**src/rtl/pcseq_pkg.sv**
```systemverilog
package pcseq_pkg;

    typedef enum logic [3:0] {
        OP_STEP     = 4'd0,
        OP_ARITH    = 4'd1,
        OP_LOGIC    = 4'd2,
        OP_JMP_REG  = 4'd3,
        OP_JMP_IMM  = 4'd4,
        OP_BR_EQ    = 4'd5,
        OP_BPOS_REG = 4'd6,
        OP_BPOS_IMM = 4'd7,
        OP_BNEG_REG = 4'd8,
        OP_BNEG_IMM = 4'd9,
        OP_CALL_REG = 4'd10,
        OP_CALL_IMM = 4'd11,
        OP_RETURN   = 4'd12,
        OP_HOLD     = 4'd13,
        OP_SPARE0   = 4'd14,
        OP_SPARE1   = 4'd15
    } pc_op_e;

    typedef enum logic {
        PH_IDLE = 1'b0,
        PH_LOAD = 1'b1
    } pc_phase_e;

endpackage

```
**src/rtl/pcseq_sign_flag.sv**
```systemverilog
module pcseq_sign_flag (
    input  logic clk,
    input  logic rst_n,
    input  logic upd_i,
    input  logic sign_i,
    output logic sign_o
);

    logic sign_d;
    logic sign_q;

    always_comb begin
        sign_d = sign_q;
        if (upd_i) begin
            sign_d = sign_i;
        end
    end

    always_ff @(posedge clk or negedge rst_n) begin
        if (!rst_n) begin
            sign_q <= 1'b0;
        end else begin
            sign_q <= sign_d;
        end
    end

    assign sign_o = sign_q;

    // without an update strobe the held sign must not move
    assert_sign_kept_R6: assert property (@(posedge clk) disable iff (!rst_n)
        !upd_i |=> $stable(sign_o));

    // an update strobe captures the offered sign
    assert_sign_capture_R6: assert property (@(posedge clk) disable iff (!rst_n)
        upd_i |=> (sign_o == $past(sign_i)));

endmodule

```
**src/rtl/pcseq_branch_eval.sv**
```systemverilog
module pcseq_branch_eval
    import pcseq_pkg::*;
#(
    parameter int DATA_W = 16,
    parameter int PC_W   = 12
) (
    input  pc_op_e            op_i,
    input  logic [DATA_W-1:0] opa_i,
    input  logic [DATA_W-1:0] opb_i,
    input  logic [DATA_W-1:0] imm_i,
    input  logic              sign_i,
    input  logic [PC_W-1:0]   pc_i,
    input  logic [PC_W-1:0]   link_i,
    output logic [PC_W-1:0]   next_pc_o,
    output logic              pair_o,
    output logic              is_call_o,
    output logic [PC_W-1:0]   pair_tgt_o
);

    logic [PC_W-1:0] seq_pc;
    logic [PC_W-1:0] reg_tgt;
    logic [PC_W-1:0] imm_tgt;
    logic            operands_eq;

    assign seq_pc      = pc_i + PC_W'(1);
    assign reg_tgt     = opa_i[PC_W-1:0];
    assign imm_tgt     = imm_i[PC_W-1:0];
    assign operands_eq = (opa_i == opb_i);

    always_comb begin
        next_pc_o  = seq_pc;
        pair_o     = 1'b0;
        is_call_o  = 1'b0;
        pair_tgt_o = link_i;
        unique case (op_i)
            OP_JMP_REG:  next_pc_o = reg_tgt;
            OP_JMP_IMM:  next_pc_o = imm_tgt;
            OP_BR_EQ:    next_pc_o = operands_eq ? imm_tgt : seq_pc;
            OP_BPOS_REG: next_pc_o = !sign_i ? reg_tgt : seq_pc;
            OP_BPOS_IMM: next_pc_o = !sign_i ? imm_tgt : seq_pc;
            OP_BNEG_REG: next_pc_o = sign_i ? reg_tgt : seq_pc;
            OP_BNEG_IMM: next_pc_o = sign_i ? imm_tgt : seq_pc;
            OP_CALL_REG: begin
                next_pc_o  = pc_i;
                pair_o     = 1'b1;
                is_call_o  = 1'b1;
                pair_tgt_o = reg_tgt;
            end
            OP_CALL_IMM: begin
                next_pc_o  = pc_i;
                pair_o     = 1'b1;
                is_call_o  = 1'b1;
                pair_tgt_o = imm_tgt;
            end
            OP_RETURN: begin
                next_pc_o  = pc_i;
                pair_o     = 1'b1;
            end
            OP_HOLD:     next_pc_o = pc_i;
            default:     next_pc_o = seq_pc;
        endcase
    end

endmodule

```
**src/rtl/pc_sequencer.sv**
```systemverilog
module pc_sequencer
    import pcseq_pkg::*;
#(
    parameter int DATA_W = 16,
    parameter int PC_W   = 12
) (
    input  logic              clk,
    input  logic              rst_n,
    input  logic [3:0]        op_i,
    input  logic [DATA_W-1:0] opa_i,
    input  logic [DATA_W-1:0] opb_i,
    input  logic [DATA_W-1:0] imm_i,
    input  logic              res_sign_i,
    output logic [PC_W-1:0]   pc_o,
    output logic              busy_o
);

    localparam logic [PC_W-1:0] PC_ONE = PC_W'(1);

    typedef struct packed {
        logic [PC_W-1:0] pc;
        logic [PC_W-1:0] link;
        logic [PC_W-1:0] tgt;
        pc_phase_e       phase;
    } seq_regs_t;

    seq_regs_t regs_d;
    seq_regs_t regs_q;

    pc_op_e          op;
    logic            sign_held;
    logic            sign_upd;
    logic [PC_W-1:0] eval_next;
    logic            eval_pair;
    logic            eval_call;
    logic [PC_W-1:0] eval_tgt;

    assign op = pc_op_e'(op_i);

    pcseq_sign_flag u_flag (
        .clk    (clk),
        .rst_n  (rst_n),
        .upd_i  (sign_upd),
        .sign_i (res_sign_i),
        .sign_o (sign_held)
    );

    pcseq_branch_eval #(
        .DATA_W (DATA_W),
        .PC_W   (PC_W)
    ) u_eval (
        .op_i       (op),
        .opa_i      (opa_i),
        .opb_i      (opb_i),
        .imm_i      (imm_i),
        .sign_i     (sign_held),
        .pc_i       (regs_q.pc),
        .link_i     (regs_q.link),
        .next_pc_o  (eval_next),
        .pair_o     (eval_pair),
        .is_call_o  (eval_call),
        .pair_tgt_o (eval_tgt)
    );

    always_comb begin
        regs_d   = regs_q;
        busy_o   = 1'b0;
        sign_upd = 1'b0;
        if (regs_q.phase == PH_LOAD) begin
            regs_d.pc    = regs_q.tgt;
            regs_d.phase = PH_IDLE;
        end else begin
            regs_d.pc = eval_next;
            sign_upd  = (op == OP_ARITH);
            if (eval_pair) begin
                busy_o       = 1'b1;
                regs_d.tgt   = eval_tgt;
                regs_d.phase = PH_LOAD;
                if (eval_call) begin
                    regs_d.link = regs_q.pc + PC_ONE;
                end
            end
        end
    end

    always_ff @(posedge clk or negedge rst_n) begin
        if (!rst_n) begin
            regs_q <= '{pc: '0, link: '0, tgt: '0, phase: PH_IDLE};
        end else begin
            regs_q <= regs_d;
        end
    end

    assign pc_o = regs_q.pc;

    // the first cycle of a pair leaves the address where it was
    assert_busy_holds_pc_R7: assert property (@(posedge clk) disable iff (!rst_n)
        busy_o |=> $stable(pc_o));

    // busy never spans two consecutive cycles
    assert_busy_single_R7: assert property (@(posedge clk) disable iff (!rst_n)
        busy_o |=> !busy_o);

    // a call saves the address after itself
    assert_call_link_R7: assert property (@(posedge clk) disable iff (!rst_n)
        (busy_o && (op == OP_CALL_REG || op == OP_CALL_IMM))
        |=> (regs_q.link == $past(pc_o) + PC_ONE));

    // a return lands on the saved address two cycles later
    assert_return_lands_R8: assert property (@(posedge clk) disable iff (!rst_n)
        (busy_o && op == OP_RETURN) |=> ##1 (pc_o == $past(regs_q.link, 2)));

    // plain advance outside a pair moves by exactly one
    assert_step_advance_R2: assert property (@(posedge clk) disable iff (!rst_n)
        (regs_q.phase == PH_IDLE && op == OP_STEP) |=> (pc_o == $past(pc_o) + PC_ONE));

    // hold outside a pair keeps the address
    assert_hold_keeps_R10: assert property (@(posedge clk) disable iff (!rst_n)
        (regs_q.phase == PH_IDLE && op == OP_HOLD) |=> $stable(pc_o));

endmodule

```
**config.mk**
```make
export PLATFORM = sky130hd
export DESIGN_NAME = pc_sequencer
export DESIGN_NICKNAME = d
export VERILOG_FILES = /design/src/rtl/pcseq_pkg.sv /design/src/rtl/pcseq_sign_flag.sv /design/src/rtl/pcseq_branch_eval.sv /design/src/rtl/pc_sequencer.sv
export SDC_FILE = /design/constraint.sdc
export NUM_CORES = 1
export LEC_CHECK = 0
export BUFFER_PORTS_ARGS = -buffer_cell sky130_fd_sc_hd__buf_2
export CAP_MARGIN = 10
export CORE_UTILIZATION = 40
export CTS_CLUSTER_DIAMETER = 80
export DETAILED_ROUTE_END_ITERATION = 8
export PLACE_DENSITY = 0.62
export SYNTH_ARGS = -nofsm -noshare
export SYNTH_HDL_FRONTEND = slang
export SYNTH_SLANG_ARGS = --single-unit
```
**constraint.sdc**
```tcl
create_clock -name clk -period 2.3 [get_ports clk]
set_input_delay 0.69 -clock clk [delete_from_list [all_inputs] [get_ports clk]]
set_output_delay 0.69 -clock clk [all_outputs]
set_load 0.03 [all_outputs]
```
Yosys cells after proc, flatten, opt, wreduce, memory -nomap -nowiden

Index checks and enable logic that the tools add are counted.

Add/subtract/negate cells: 1
Equal/unequal tests: 14
Muxes and demuxes: 15
Bitwise operators: 1
Reduce and logical (&&, ||, !) cells: 5

Operators with widths:

| cell                  | number |
|---|---|
| $pmux 12 s8           | 1 |
| $mux 12               | 6 |
| $eq 4x4->1 const B    | 6 |
| $pmux 12 s2           | 1 |
| $eq 16x16->1          | 1 |
| $eq 4x3->1 const B    | 4 |
| $add 12x1->12 const B | 1 |
| $mux 1                | 7 |
| $eq 4x1->1 const B    | 1 |
| $eq 4x2->1 const B    | 1 |
| $reduce_or 4->1       | 1 |
| $reduce_and 3->1      | 1 |
| $reduce_or 3->1       | 1 |
| $ne 2x1->1 const B    | 1 |
| $reduce_and 2->1      | 1 |
| $reduce_or 2->1       | 1 |
| $not 1->1             | 1 |

Bits in registers: 38
Input port bits: 55
Output and inout bits: 13
Logic and storage cells: 41

Logic depth before layout (Yosys ltp)

Word-level depth: 5
Gate-level depth with buffers: 8
Depth with buffers taken out: 7

By module

A second synthesis with hierarchy kept.

Cell total of the unflattened synthesis: 379
Area, all modules: 3,308.2 um2

Modules (own cells, without submodules):

| module            | times used | cells an instance | area an instance (um2) |
|---|---|---|---|
| pc_sequencer      | 1          | 131               | 1,656.6 |
| pcseq_branch_eval | 1          | 246               | 1,611.5 |
| pcseq_sign_flag   | 1          | 2                 | 40.0 |

Worst setup path before layout

OpenSTA, ideal clock, no wires.

Path kind: input to output
From: in op_i[1]
To: out busy_o
Data arrival time: 1.856 ns
Slack: -0.246 ns
Cell stages on the path: 7
Cells stage by stage: clkbuf_2 xor2_1 and3_1 buf_2 nand2_1 buf_2 inv_1

Cells in the longest elaborated chain, start to end: 5
Elaborated cells on any way between the ends: 7

Ends and longest elaborated chain:

| item                        | line                    | RTL |
|---|---|---|
| start: declaration          | pc_sequencer.sv:9       | `input logic [3:0] op_i,` |
| $eq 4x4->1                  | pcseq_branch_eval.sv:35 | `unique case (op_i)` |
| $reduce_or 3->1 (no line) * | --                      |  |
| $mux 1 *                    | pcseq_branch_eval.sv:35 |  |
| $mux 1 *                    | pc_sequencer.sv:75      | `if (eval_pair) begin` |
| $mux 1 *                    | pc_sequencer.sv:69      | `if (regs_q.phase == PH_LOAD) begin` |
| end: declaration            | pc_sequencer.sv:15      | `output logic busy_o` |

Every way passes the cells marked *; elsewhere a longest branch is shown, timed or not.

Final worst setup path

From: in op_i[2]
To: out busy_o

The elaborated chain is that of the path after synthesis.

==> metrics.cfg <==
[status]
status = finished, final reports clean

[critical_path]
reg2reg_from = pc_o[2]
reg2reg_slack_ps = 490
end_kind = primary output
slowest_stage = and2b_1
timing.rr.end = pc_o[11]
reg2reg_depth = 6
slowest_delay_ps = 210
critical_path_class = in -> out
cp_max_fo = 4
cp.arrival_ps = 1540
path_cells = buf_4, and2b_1, nand2_2, nand2_1, nand2_4, clkinvlp_4, buf_6
critPathLaunchType = input pin
worst_ep_required_time_ps = 1610

[timing]
rsz0062_at_grt = false
setup_viol_count_final = 0
drv_slew = 0
hold_viol_final = 0
min_period_over_period_pct = 97.1
finalCriticalPeriod_ps = 2230
finClkSkew_ps = 11.8
setup_slack_ps = 65.8
fin_setup_tns_ps = 0
fmax_mhz = 448
worstMarginPinSlew_ps = 486
slew_headroom_pct = 67.6

[drt]
vias_per_cell = 5.52
wl_per_cell_um = 16.7
postRouteAntennaNets = 0
firstDrtPassIters = 4
routed_wl_um = 9080
num_vias = 2997
drtIter0Drc = 266
drc_errors = 0

[yosys]
syn_inst = 357
synth-edff-count = 0
syn_area_per_cell_um2 = 8.16
synth_nets = 413
ys_types = 54
ys.flop_type = dfrtp_1
async_reset_ff_share_pct = 100
syn_area_mm2 = 0.00291
ys_seq_elements = 38
synth_seq_area_share_pct = 32.7
yosys_warnings = 0

[layout]
nNetsFinal = 502
diodes = 0
syn_to_final_growth_pct = 28.8
fillers = 667
final_cells = 543
drive_gt1_share_pct = 32.0

[floorplanning]
die_x_um = 87.3
fp-row-count = 30
die_h_um = 87.3
initial_core_util_pct = 42.2
io_pins = 68
core_area_mm2 = 0.00691
die-area_mm2 = 0.00762

[power_and_ir_drop]
pwr_density_cell_mw_per_mm2 = 822
ir_worst_vdd_mv = 0.469
p_leak_nw = 1.72

[clock_network]
htreeDepth = 2
cts_sinks = 38
clk_pin_slew_ps = 80
clk_latency_ps = 300
cts_root_buf = clkbuf_8
numCtsBuffers = 5
clockBufferDepth = 2
postCtsHoldBufs = 0
tritoncts = yes

[global_routing]
grt_first_pass_wirelength_um = 14800
grt_max_degree = 39
grtUsageTotal_pct = 25.6
antenna_found_initial = 0
grt_pass1_vias = 2958
gr-total-overflow = 0

[placed_design]
io_buffers = 63
hpwl_um = 6770
placed_cells = 534
gp_congestion = 0.911
place_ws_ps = -24.1

[min_path]
hold_class = in -> async

[job]
maxCapViolCount = 0

cells in the mapped netlist, types with 7 or more instances:
library cell   n  area [um2]
a21oi_1       39         195
buf_2         10        50.1
buf_4         12        90.1
clkbuf_1       9        33.8
dfrtp_1       38         951
inv_1          7        26.3
mux2i_1       13         130
nand2_1       35         131
nand3_1        9        45.0
nor2_1        44         165
o21ai_0       21         105
o22ai_1       10        62.6
xor2_1        21         184
placed cells by master (no fill, tap or decap), types with 3 or more instances in the layout:
| cell | instances |
|---|---|
| dfrtp_1 | 38 |
| nand2b_1 | 4 |
| buf_4 | 51 |
| a21oi_1 | 39 |
| nand3_1 | 9 |
| o211ai_1 | 6 |
| clkbuf_8 | 6 |
| xor2_1 | 20 |
| inv_1 | 6 |
| o21ai_0 | 21 |
| a221oi_1 | 4 |
| xnor2_1 | 6 |
| nand4_1 | 3 |
| o22ai_1 | 10 |
| nor2_1 | 44 |
| mux2_2 | 6 |
| mux2i_1 | 13 |
| o21bai_1 | 5 |
| buf_2 | 61 |
| nand4bb_1 | 3 |
| nor4_2 | 4 |
| nand2_1 | 33 |
| nor3_1 | 4 |
| a31oi_1 | 6 |
power breakdown:
group / internal, mW / total (mW) / switching, mW / leakage (nW)
registers: 0.903 / 1.12 / 0.222 / 0.463
logic: 0.513 / 1.23 / 0.721 / 1.19
clock network: 0.463 / 0.725 / 0.262 / 0.0714
total: 1.88 / 3.08 / 1.20 / 1.72
timing repair:
item	CTS	global route
setup buffers	0	1
endpoints found under the setup margin	1	1
resized for setup	2	2
critical path: cells and delay by family:
family / cells / cell delay (ps)
and+or+nand+nor: 4 / 480
buffers and inverters: 3 / 370
logic make-up after synthesis:
group	synth area share [%]
muxes	6.79
DFF	32.7
xor gates and xnor gates	8.12
AOI/OAI and AO/OA	23.5
buffers and inverters	7.43
adders and majority gates	0.430
and+or+nand+nor	21.1
flip-flops by register name, indices dropped and copies added (netlist names):
signal / cells
regs_q: 25
pc_o: 12
u_flag.sign_o: 1
area by class of cell:
class,count,area [um2],area share [%]
Timing Repair Buffer,115,739,19.7
Clock inverter,2,60.1,1.60
Sequential cell,38,951,25.4
Inverter,7,30.0,0.801
Tap cell,96,120,3.20
Multi-Input combinational cell,279,1770,47.1
Clock buffer,6,82.6,2.20
metal layers:
metal  vias up  track usage [%]  share of wire (%)
met2       106             42.5                 47
met4         0             7.75                1.9
met1      1427             34.3                 46
li1       1449                -                  -
met3        15             3.60                4.8
met5         -                0                  0
metrics by stage:
step                area, um2  utilization (%)  hold WS (ps)  power, mW
floorplan                2950                -           394       1.99
global placement         3590             51.9           466       2.31
detailed placement       3590             51.9           475       2.34
CTS                      3740             54.1           445       3.07
global route             3750             54.3           471       3.26
finish                   3750             54.3           418       3.08
worst max-delay path by stage:
stage          slack (ps)       from  cells past startpoint  endpoint
3_3_place_gp          -30  opa_i[10]                      9   pc_o[3]
6_report               70    op_i[2]                      7    busy_o
5_1_grt                20    op_i[2]                      7    busy_o
3_5_place_dp          -20   opa_i[3]                      9   pc_o[9]
4_1_cts                 5    op_i[2]                      7    busy_o
2_1_floorplan         0.9    op_i[1]                      7    busy_o
Note: power is estimated with default switching activity, not from simulation.
